<file path="src/rtl/perm12_pkg.sv">
package perm12_pkg;
  localparam int LANES   = 5;
  localparam int LANE_W  = 64;
  localparam int BUS_W   = 32;
  localparam int STATE_W = LANES * LANE_W;
  localparam int MAX_RND = 12;

  typedef enum logic [2:0] {
    ST_IDLE,
    ST_FETCH,
    ST_ROUND,
    ST_WBACK,
    ST_DONE
  } eng_state_e;

  // Round byte: upper nibble counts down from 0xF, lower nibble counts up.
  function automatic logic [7:0] round_byte(input logic [3:0] idx);
    return {4'hF - idx, idx};
  endfunction
endpackage

</file>
<file path="src/rtl/perm12_round.sv">
module perm12_round
  import perm12_pkg::*;
(
  input  logic [STATE_W-1:0] st_i,
  input  logic [7:0]         rc_i,
  output logic [STATE_W-1:0] st_o
);
  localparam int ROT_A [LANES] = '{19, 61, 1, 10, 7};
  localparam int ROT_B [LANES] = '{28, 39, 6, 17, 41};

  logic [LANE_W-1:0] x [LANES];
  logic [LANE_W-1:0] a [LANES];
  logic [LANE_W-1:0] t [LANES];
  logic [LANE_W-1:0] u [LANES];

  always_comb begin
    for (int i = 0; i < LANES; i++) x[i] = st_i[LANE_W*i +: LANE_W];
    // constant addition and input mixing
    a[0] = x[0] ^ x[4];
    a[1] = x[1];
    a[2] = x[2] ^ {{(LANE_W-8){1'b0}}, rc_i} ^ x[1];
    a[3] = x[3];
    a[4] = x[4] ^ x[3];
    // chi-like core
    for (int i = 0; i < LANES; i++)
      t[i] = a[i] ^ (~a[(i+1) % LANES] & a[(i+2) % LANES]);
    // output mixing
    u[0] = t[0] ^ t[4];
    u[1] = t[1] ^ t[0];
    u[2] = ~t[2];
    u[3] = t[3] ^ t[2];
    u[4] = t[4];
  end

  for (genvar g = 0; g < LANES; g++) begin : g_diff
    localparam int RA = ROT_A[g];
    localparam int RB = ROT_B[g];
    logic [LANE_W-1:0] rot_a, rot_b;
    assign rot_a = {u[g][RA-1:0], u[g][LANE_W-1:RA]};
    assign rot_b = {u[g][RB-1:0], u[g][LANE_W-1:RB]};
    assign st_o[LANE_W*g +: LANE_W] = u[g] ^ rot_a ^ rot_b;
  end
endmodule

</file>
<file path="src/rtl/perm12_beat_seq.sv">
module perm12_beat_seq #(
  parameter int BEATS = 10,
  localparam int BEAT_W = $clog2(BEATS)
) (
  input  logic              clk,
  input  logic              rst_n,
  input  logic              clear_i,
  input  logic              advance_i,
  output logic [BEAT_W-1:0] beat_o,
  output logic              last_o
);
  logic [BEAT_W-1:0] cnt_q, cnt_d;

  assign last_o = (cnt_q == BEAT_W'(BEATS - 1));
  assign beat_o = cnt_q;

  always_comb begin
    cnt_d = cnt_q;
    if (clear_i)        cnt_d = '0;
    else if (advance_i) cnt_d = last_o ? '0 : cnt_q + 1'b1;
  end

  always_ff @(posedge clk or negedge rst_n) begin
    if (!rst_n) cnt_q <= '0;
    else        cnt_q <= cnt_d;
  end
endmodule

</file>
<file path="src/rtl/perm12_ctrl.sv">
module perm12_ctrl
  import perm12_pkg::*;
#(
  parameter int ROUNDS = 12,
  localparam int RND_W = (ROUNDS > 1) ? $clog2(ROUNDS) : 1
) (
  input  logic             clk,
  input  logic             rst_n,
  input  logic             start_i,
  input  logic             xfer_i,
  input  logic             beat_last_i,
  output eng_state_e       state_o,
  output logic [RND_W-1:0] rnd_o,
  output logic             accept_o
);
  eng_state_e       st_q, st_d;
  logic [RND_W-1:0] rnd_q, rnd_d;
  logic             rnd_last;

  assign rnd_last = (rnd_q == RND_W'(ROUNDS - 1));
  assign accept_o = start_i && (st_q == ST_IDLE || st_q == ST_DONE);
  assign state_o  = st_q;
  assign rnd_o    = rnd_q;

  always_comb begin
    st_d  = st_q;
    rnd_d = '0;
    case (st_q)
      ST_IDLE:  if (accept_o) st_d = ST_FETCH;
      ST_FETCH: if (xfer_i && beat_last_i) st_d = ST_ROUND;
      ST_ROUND: begin
        rnd_d = rnd_q + 1'b1;
        if (rnd_last) begin
          st_d  = ST_WBACK;
          rnd_d = '0;
        end
      end
      ST_WBACK: if (xfer_i && beat_last_i) st_d = ST_DONE;
      ST_DONE:  st_d = accept_o ? ST_FETCH : ST_IDLE;
      default:  st_d = ST_IDLE;
    endcase
  end

  always_ff @(posedge clk or negedge rst_n) begin
    if (!rst_n) begin
      st_q  <= ST_IDLE;
      rnd_q <= '0;
    end else begin
      st_q  <= st_d;
      rnd_q <= rnd_d;
    end
  end
endmodule

</file>
<file path="src/rtl/perm12_engine.sv">
module perm12_engine
  import perm12_pkg::*;
#(
  parameter int ADDR_W = 32,
  parameter int ROUNDS = 12
) (
  input  logic              clk,
  input  logic              rst_n,
  input  logic              start_i,
  input  logic [ADDR_W-1:0] ptr_i,
  output logic              busy_o,
  output logic              done_o,
  output logic              mem_req_o,
  output logic              mem_we_o,
  output logic [ADDR_W-1:0] mem_addr_o,
  output logic [BUS_W-1:0]  mem_wdata_o,
  input  logic              mem_ack_i,
  input  logic [BUS_W-1:0]  mem_rdata_i
);
  localparam int BEATS     = STATE_W / BUS_W;
  localparam int BEAT_W    = $clog2(BEATS);
  localparam int RND_W     = (ROUNDS > 1) ? $clog2(ROUNDS) : 1;
  localparam int FIRST_IDX = MAX_RND - ROUNDS;

  eng_state_e        state;
  logic [RND_W-1:0]  rnd;
  logic              accept;
  logic              xfer;
  logic [BEAT_W-1:0] beat;
  logic              beat_last;
  logic [ADDR_W-1:0] ptr_q;
  logic [STATE_W-1:0] st_q, st_next;
  logic [7:0]        rc;
  logic              load_half, load_round;
  logic [BUS_W-1:0]  halves [BEATS];

  perm12_ctrl #(.ROUNDS(ROUNDS)) u_ctrl (
    .clk         (clk),
    .rst_n       (rst_n),
    .start_i     (start_i),
    .xfer_i      (xfer),
    .beat_last_i (beat_last),
    .state_o     (state),
    .rnd_o       (rnd),
    .accept_o    (accept)
  );

  perm12_beat_seq #(.BEATS(BEATS)) u_beats (
    .clk       (clk),
    .rst_n     (rst_n),
    .clear_i   (accept),
    .advance_i (xfer),
    .beat_o    (beat),
    .last_o    (beat_last)
  );

  assign rc = round_byte(4'(FIRST_IDX) + 4'(rnd));

  perm12_round u_round (
    .st_i (st_q),
    .rc_i (rc),
    .st_o (st_next)
  );

  assign busy_o    = (state == ST_FETCH) || (state == ST_ROUND) || (state == ST_WBACK);
  assign done_o    = (state == ST_DONE);
  assign mem_req_o = (state == ST_FETCH) || (state == ST_WBACK);
  assign mem_we_o  = (state == ST_WBACK);
  assign xfer      = mem_req_o && mem_ack_i;
  assign load_half  = xfer && (state == ST_FETCH);
  assign load_round = (state == ST_ROUND);

  for (genvar g = 0; g < BEATS; g++) begin : g_half
    assign halves[g] = st_q[BUS_W*g +: BUS_W];
  end

  assign mem_addr_o  = ptr_q + (ADDR_W'(beat) << 2);
  assign mem_wdata_o = halves[beat];

  // pointer register: loaded only on an accepted start
  always_ff @(posedge clk or negedge rst_n) begin
    if (!rst_n)      ptr_q <= '0;
    else if (accept) ptr_q <= ptr_i;
  end

  // state register: half-word fill during fetch, full update per round
  always_ff @(posedge clk or negedge rst_n) begin
    if (!rst_n) begin
      st_q <= '0;
    end else if (load_round) begin
      st_q <= st_next;
    end else if (load_half) begin
      for (int k = 0; k < BEATS; k++)
        if (beat == BEAT_W'(k)) st_q[BUS_W*k +: BUS_W] <= mem_rdata_i;
    end
  end
endmodule

</file>
<file path="config.mk">
export PLATFORM = sky130hd
export DESIGN_NAME = perm12_engine
export DESIGN_NICKNAME = d
export VERILOG_FILES = /design/src/rtl/perm12_pkg.sv /design/src/rtl/perm12_round.sv /design/src/rtl/perm12_beat_seq.sv /design/src/rtl/perm12_ctrl.sv /design/src/rtl/perm12_engine.sv
export SDC_FILE = /design/constraint.sdc
export NUM_CORES = 2
export LEC_CHECK = 0
export CAP_MARGIN = 20
export CELL_PAD_IN_SITES_DETAIL_PLACEMENT = 0
export CELL_PAD_IN_SITES_GLOBAL_PLACEMENT = 1
export CORE_ASPECT_RATIO = 1.25
export CORE_MARGIN = 2
export CORE_UTILIZATION = 45
export CTS_CLUSTER_SIZE = 10
export DETAILED_ROUTE_END_ITERATION = 10
export GPL_TIMING_DRIVEN = 0
export PLACE_DENSITY_LB_ADDON = 0.05
export SLEW_MARGIN = 25
export SYNTH_ARGS = -nofsm -noshare
export SYNTH_HDL_FRONTEND = slang
export SYNTH_SLANG_ARGS = --single-unit
export TNS_END_PERCENT = 20
</file>
<file path="constraint.sdc">
create_clock -name clk -period 3.3 [get_ports clk]
set_clock_uncertainty 0.1 [all_clocks]
set_input_delay 0.66 -clock clk [delete_from_list [all_inputs] [get_ports clk]]
set_output_delay 0.66 -clock clk [all_outputs]
set_load 0.05 [all_outputs]
</file>
# [Word-level counts from Yosys, hierarchy flattened]
# Index checks and enable logic that the tools add are counted.
[word_totals] ff_bits=363 input_bits=68 output_inout_bits=68 wordCells=130
[classes] bitwise=34 order_cmp=1 mux=26 n_eq_ne=18 addsub=4 reduce_logical=33
[ops] operator="XOR 64 bit" count=21
[ops] operator="two-way mux 320 bit" count=2
[ops] operator="two-way mux 32 bit" count=12
[ops] operator="inverter 64 bit" count=6
[ops] operator="bitwise AND 64 bit" count=5
[ops] operator="binary-select mux 32 bit (select 4 bit)" count=1
[ops] operator="XOR 64 x 8 -> 64 bit" count=1
[ops] operator="adder 32 x 6 -> 32 bit" count=1
[ops] operator="nonzero test 2 bit" count=12
[ops] operator="two-way mux 4 bit" count=5
[ops] operator="AND reduction 2 bit" count=10
[ops] operator="equality test 4 x 3 -> 1 bit, second input constant" count=4
[ops] operator="case mux 3 bit (5 select lines)" count=1
[ops] operator="equality test 4 bit, second input constant" count=3
[ops] operator="two-way mux 3 bit" count=4
[ops] operator="adder 4 x 1 -> 4 bit, second input constant" count=2
[ops] operator="equality test 4 x 2 -> 1 bit, second input constant" count=2
[ops] operator="!= test 2 x 1 -> 1 bit, second input constant" count=4
[ops] operator="equality test 3 x 2 -> 1 bit, second input constant" count=2
[ops] operator=">= comparator 5 bit, second input constant" count=1
[ops] operator="inverter 4 -> 5 bit" count=1
[ops] operator="equality test 4 x 1 -> 1 bit, second input constant" count=1
[ops] operator="logical AND 1 bit" count=4
[ops] operator="logical NOT 4 bit" count=1
[ops] operator="7 further kinds" count=10

# [Longest topological paths before layout]
[depth] ltp_word=10 depth_mapped=9 depth_no_buf=7

# [Cells and area by module]
# Synthesis repeated with hierarchy kept, for this count alone.
[unflattened] cells_unflattened=3383 area_unflattened_um2=35416.5
[modules_own_cells] module="perm12_engine" seq_area_each_um2=8808.4 instances=1 area_each_um2=18879.4 cells_per_inst=1797
[modules_own_cells] module="perm12_round" seq_area_each_um2=0.0 instances=1 area_each_um2=16000.3 cells_per_inst=1535
[modules_own_cells] module="perm12_ctrl" seq_area_each_um2=175.2 instances=1 area_each_um2=305.3 cells_per_inst=27
[modules_own_cells] module="perm12_beat_seq" seq_area_each_um2=100.1 instances=1 area_each_um2=231.5 cells_per_inst=24

# [Worst setup path after synthesis]
# OpenSTA, ideal clock, no wires.
[synth_timing] kind="reg2out" start="register u_beats.cnt_q[0] (netlist: u_beats.beat_o[0])" end="output port mem_wdata_o[17]" stages_incl_launch_ff=7 arrival_ns=2.493 setup_slack_ns=0.047 t_required_ns=2.540 cell_sequence="dfrtp_1 -> buf_2 -> buf_2 -> buf_4 -> mux4_2 -> mux2i_1 -> o21ai_0"
[synth_between] elab_chain_len=4
[synth_rtl] item="start, declared" line="perm12_beat_seq.sv:12" source="logic [BEAT_W-1:0] cnt_q, cnt_d;"
[synth_rtl] item="start signal, assigned" line="perm12_beat_seq.sv:25" source="else cnt_q <= cnt_d;"
[synth_rtl] item="inverter 4 -> 5 bit (implied by the code)" line="perm12_engine.sv:78" source="assign mem_wdata_o = halves[beat];"
[synth_rtl] item="binary-select mux 32 bit (select 4 bit)" line="perm12_engine.sv:78"
[synth_rtl] item="two-way mux 32 bit (implied by the code) (2 in a row)" line="perm12_engine.sv:78"
[synth_rtl] item="end, declared" line="perm12_engine.sv:16" source="output logic [BUS_W-1:0] mem_wdata_o,"
# Every way passes these cells. The select of a mux whose other input is x is not followed.

# [Final worst setup path]
[layout_timing] start="register st_q[117]" end="register st_q[228]"
[layout_between] elab_chain_len=5
[layout_rtl] item="start, declared" line="perm12_engine.sv:32" source="logic [STATE_W-1:0] st_q, st_next;"
[layout_rtl] item="start signal, assigned" line="perm12_engine.sv:91" source="st_q <= st_next;"
[layout_rtl] item="start signal, assigned by index" line="perm12_engine.sv:94" source="if (beat == BEAT_W'(k)) st_q[BUS_W*k +: BUS_W] <= mem_rdata_i;"
[layout_rtl] item="XOR 64 bit" line="perm12_round.sv:21" source="a[2] = x[2] ^ {{(LANE_W-8){1'b0}}, rc_i} ^ x[1];"
[layout_rtl] item="XOR 64 bit" line="perm12_round.sv:26" source="t[i] = a[i] ^ (~a[(i+1) % LANES] & a[(i+2) % LANES]);"
[layout_rtl] item="XOR 64 bit" line="perm12_round.sv:31" source="u[3] = t[3] ^ t[2];"
[layout_rtl] item="XOR 64 bit" line="perm12_round.sv:41" source="assign st_o[LANE_W*g +: LANE_W] = u[g] ^ rot_a ^ rot_b;"
[layout_rtl] item="two-way mux 320 bit" line="perm12_engine.sv:90" source="end else if (load_round) begin"
# Every way passes these cells.
# A chain may end at the register's enable or synchronous reset.

==> flow_metrics.py <==
metrics = {
    "worst_hold_path": {
        "hp-class": "flip-flop to flip-flop",
        "min_from": "ptr_q[0]$_DFFE_PN0N_",
        "hold_depth": 2,
        "min_to": "ptr_q[0]$_DFFE_PN0N_",
    },
    "outcome": {
        "outcome": "complete, but fails checks",
        "violations": "negative setup slack",
    },
    "placement": {
        "place_inst": 4631,
        "io_buffers": 103,
        "gp_congestion": 1.072,
        "dp_hpwl_um": 144900,
    },
    "cts": {
        "cts_made_buffers": 47,
        "cts_root_buffer": "clkbuf_16",
        "cts_tree": "done",
        "clk_path_buf_depth": 3,
        "clk-insertion-delay-late_ns": 0.64,
        "clock_sinks": 363,
        "clkTransAtPathRegs_ns": 0.06,
        "htreeDepth": 2,
    },
    "setup_path": {
        "crit_top_cell": "xnor2_1",
        "rr_worst_depth": 6,
        "r2r_end": "st_q[228]$_DFFE_PN0P_",
        "cp.arrival_ns": 3.81,
        "reg2reg_from": "st_q[117]$_DFFE_PN0P_",
        "cp-start-kind": "flip-flop",
        "rrSetupSlack_ns": -0.14,
        "max_stage_delay_ns": 0.87,
        "end_kind": "flip-flop",
        "path_cells": "inv_1 > ha_1 > xnor2_1 > xnor2_1 > xnor3_1 > a21oi_1",
        "crit_path_max_fanout": 4,
        "crit_type": "flip-flop to flip-flop",
        "critPathSlowestCell": "xnor2_1",
        "worstPathRequired_ns": 3.66,
    },
    "run": {
        "drv_cap": 0,
    },
    "finish": {
        "fin_cells": 4741,
        "nets": 3863,
        "syn_to_final_growth_pct": 16.37,
        "utilization_pct": 52.95,
        "final_layout_size_suffix_gt1_share_pct": 17.72,
    },
    "yosys": {
        "synth-seq-cells": 363,
        "ys_warn_count": 0,
        "async_flop_share_pct": 100.0,
        "synth_top_area_share_pct": 25.78,
        "synth_ff_type": "dfrtp_1",
        "synth.distinct_cells": 45,
        "synth_area_leaders": "dfrtp_1, xnor3_1, xnor2_1, xor2_1, mux2_2",
        "synth.net_count": 3679,
        "syn_area_per_cell_um2": 10.14,
        "synth_area_um2": 35240,
        "synth_top_cell_by_area": "dfrtp_1",
        "yosysSeqAreaShare_pct": 25.78,
        "synth_cells": 3477,
        "synth-edff-count": 0,
    },
    "global_route": {
        "grt_pass1_wl_um": 246500,
        "track_usage_pct": 45.84,
        "grt-ovfl-total": 0,
        "grt_pass1_vias": 29190,
        "grt_start_max_net_pins": 80,
        "antenna_found_initial": 11,
    },
    "floorplan": {
        "die_w_um": 254.3,
        "ios": 136,
        "core.rowCount": 114,
        "initial_core_util_pct": 45.50,
        "core-area_um2": 77450,
        "dieArea_um2": 80580,
        "die_y_um": 316.9,
    },
    "sta": {
        "relSlewSlack_pct": 14.40,
        "finalSetupViolations": 58,
        "period_share_pct": 104.3,
        "max_freq_ghz": 0.2905,
        "rsz0062_at_grt": "yes",
        "slew_viol_final": 0,
        "max_slew.worst_pin.slew_ns": 1.275,
        "worst_slack_ns": -0.1428,
        "final-hold-violation-count": 0,
        "timing.final.crit_period_ns": 3.443,
    },
    "route": {
        "drtAntennaViolNets": 0,
        "first_iter_violations": 3891,
        "post-route-drc-count": 0,
        "finalWirelength_um": 185000,
        "wl_per_cell_um": 39.03,
        "num_vias": 30170,
        "drtPass1Iterations": 6,
        "vias_per_cell": 6.363,
    },
}
critical path, delay by kind of cell, from the launching register on:
kind | cells | cell delay, ns
adders and majority gates | 1 | 0.32
DFF | 1 | 0.40
AOI/OAI and AO/OA | 1 | 0.15
xor gates and xnor gates | 3 | 2.20
buffers and inverters | 1 | 0.10
worst max-delay path by stage:
| stage | startpoint | slack (ns) | to | cells past startpoint |
|---|---|---|---|---|
| 4_1_cts | u_beats.beat_o[1]$_DFFE_PN0P_ | -0.14 | mem_addr_o[31] | 8 |
| 3_5_place_dp | u_beats.beat_o[1]$_DFFE_PN0P_ | -1.21 | mem_wdata_o[31] | 6 |
| 2_1_floorplan | u_beats.beat_o[0]$_DFFE_PN0P_ | 0.05 | mem_wdata_o[17] | 6 |
| 3_3_place_gp | rst_n | -16.79 | st_q[135]$_DFFE_PN0P_ | 1 |
| 5_1_grt | u_beats.beat_o[0]$_DFFE_PN0P_ | -0.22 | mem_addr_o[28] | 9 |
| 6_report | st_q[117]$_DFFE_PN0P_ | -0.14 | st_q[228]$_DFFE_PN0P_ | 6 |
kinds of logic (layout without fill, tap and decap cells):
| logic type | after synthesis | in the layout | share of synthesized area [%] |
|---|---|---|---|
| adders and majority gates | 198 | 198 | 6.597 |
| xor gates and xnor gates | 936 | 936 | 33.52 |
| other | 0 | 7 | 0 |
| AOI/OAI and AO/OA | 539 | 539 | 8.670 |
| and+or+nand+nor | 698 | 698 | 8.010 |
| buffers and inverters | 385 | 598 | 4.335 |
| muxes | 358 | 358 | 13.09 |
| DFF | 363 | 363 | 25.78 |
layout by cell type, fill, tap and decap left out, types with 39 or more instances in the layout:
cell / netlist / final
clkbuf_1: 113 / 103
mux4_2: 64 / 64
buf_4: 6 / 39
xnor3_1: 250 / 250
nor2_1: 164 / 162
clkdlybuf4s50_1: 0 / 39
o21ai_0: 268 / 238
inv_1: 194 / 194
xor2_1: 226 / 222
a21oi_1: 91 / 89
dfrtp_1: 363 / 359
clkbuf_16: 0 / 51
mux2i_1: 110 / 106
xnor2_2: 11 / 120
nand2_1: 475 / 473
mux2_2: 168 / 168
xnor2_1: 443 / 333
o21ai_1: 69 / 86
buf_6: 0 / 51
ha_1: 133 / 131
maj3_1: 64 / 64
synthesized netlist by cell type, drive strengths merged, types with 6 or more instances:
| library cell | instances |
|---|---|
| maj3 | 64 |
| nand3 | 11 |
| a21oi | 91 |
| ha | 133 |
| o21ai | 337 |
| o211a | 32 |
| mux2 | 184 |
| nor3b | 7 |
| inv | 194 |
| a211oi | 16 |
| mux2i | 110 |
| xnor3 | 250 |
| xor3 | 6 |
| clkbuf | 113 |
| xor2 | 226 |
| a22oi | 32 |
| mux4 | 64 |
| a21o | 27 |
| nand4 | 9 |
| buf | 78 |
| dfrtp | 363 |
| xnor2 | 454 |
| nand2 | 475 |
| nor2 | 164 |
layout make-up:
class / instances / area, µm²
antenna: 7 / 17.52
buffer: 191 / 1151
clock buffer: 75 / 1444
clock inverter: 3 / 15.01
fill: 7059 / 36440
inverter: 194 / 728.2
multi-input combinational: 2729 / 25750
sequential: 363 / 9089
tap: 1044 / 1306
timing repair buffer: 135 / 1504
routing by layer:
metal	track usage, %	share of wire [%]
met1	54.13	36
met2	68.93	43
met3	13.08	11
met4	38.92	11
met5	0	0.049
registers in the layout (all words and copies together) (netlist names):
name,cells
st_q,320
ptr_q,32
u_beats.beat_o,4
u_ctrl.state_o,3
u_ctrl.rnd_o,4
stage by stage:
| step | hold slack [ns] | TNS (ns) | cell area, µm² | setup WS, ns |
|---|---|---|---|---|
| final | 0.3856 | -2.845 | 41010 | -0.1428 |
| after global routing | 0.4277 | -9.396 | 40990 | -0.2179 |
| after CTS | 0.3872 | -3.433 | 40570 | -0.1357 |
| after detailed placement | 0.3724 | -65.56 | 38430 | -1.213 |
| after global placement | 0.3720 | -6143.38 | 37580 | -16.79 |
| after floorplan | 0.2644 | 0 | 35240 | 0.04663 |
what timing repair did:
action | in CTS | in global routing
resized for setup | 545 | 109
setup buffers | 16 | 5
cloned | 3 | 0
setup endpoints to repair | 89 | 199
pin swaps | 12 | 12
hold buffers | 1 | 0
hold endpoints to repair | 34 | 0
Power is left out: the tool's default activity adds up to more than one toggle a clock period on the data nets, which glitch-free logic cannot reach.
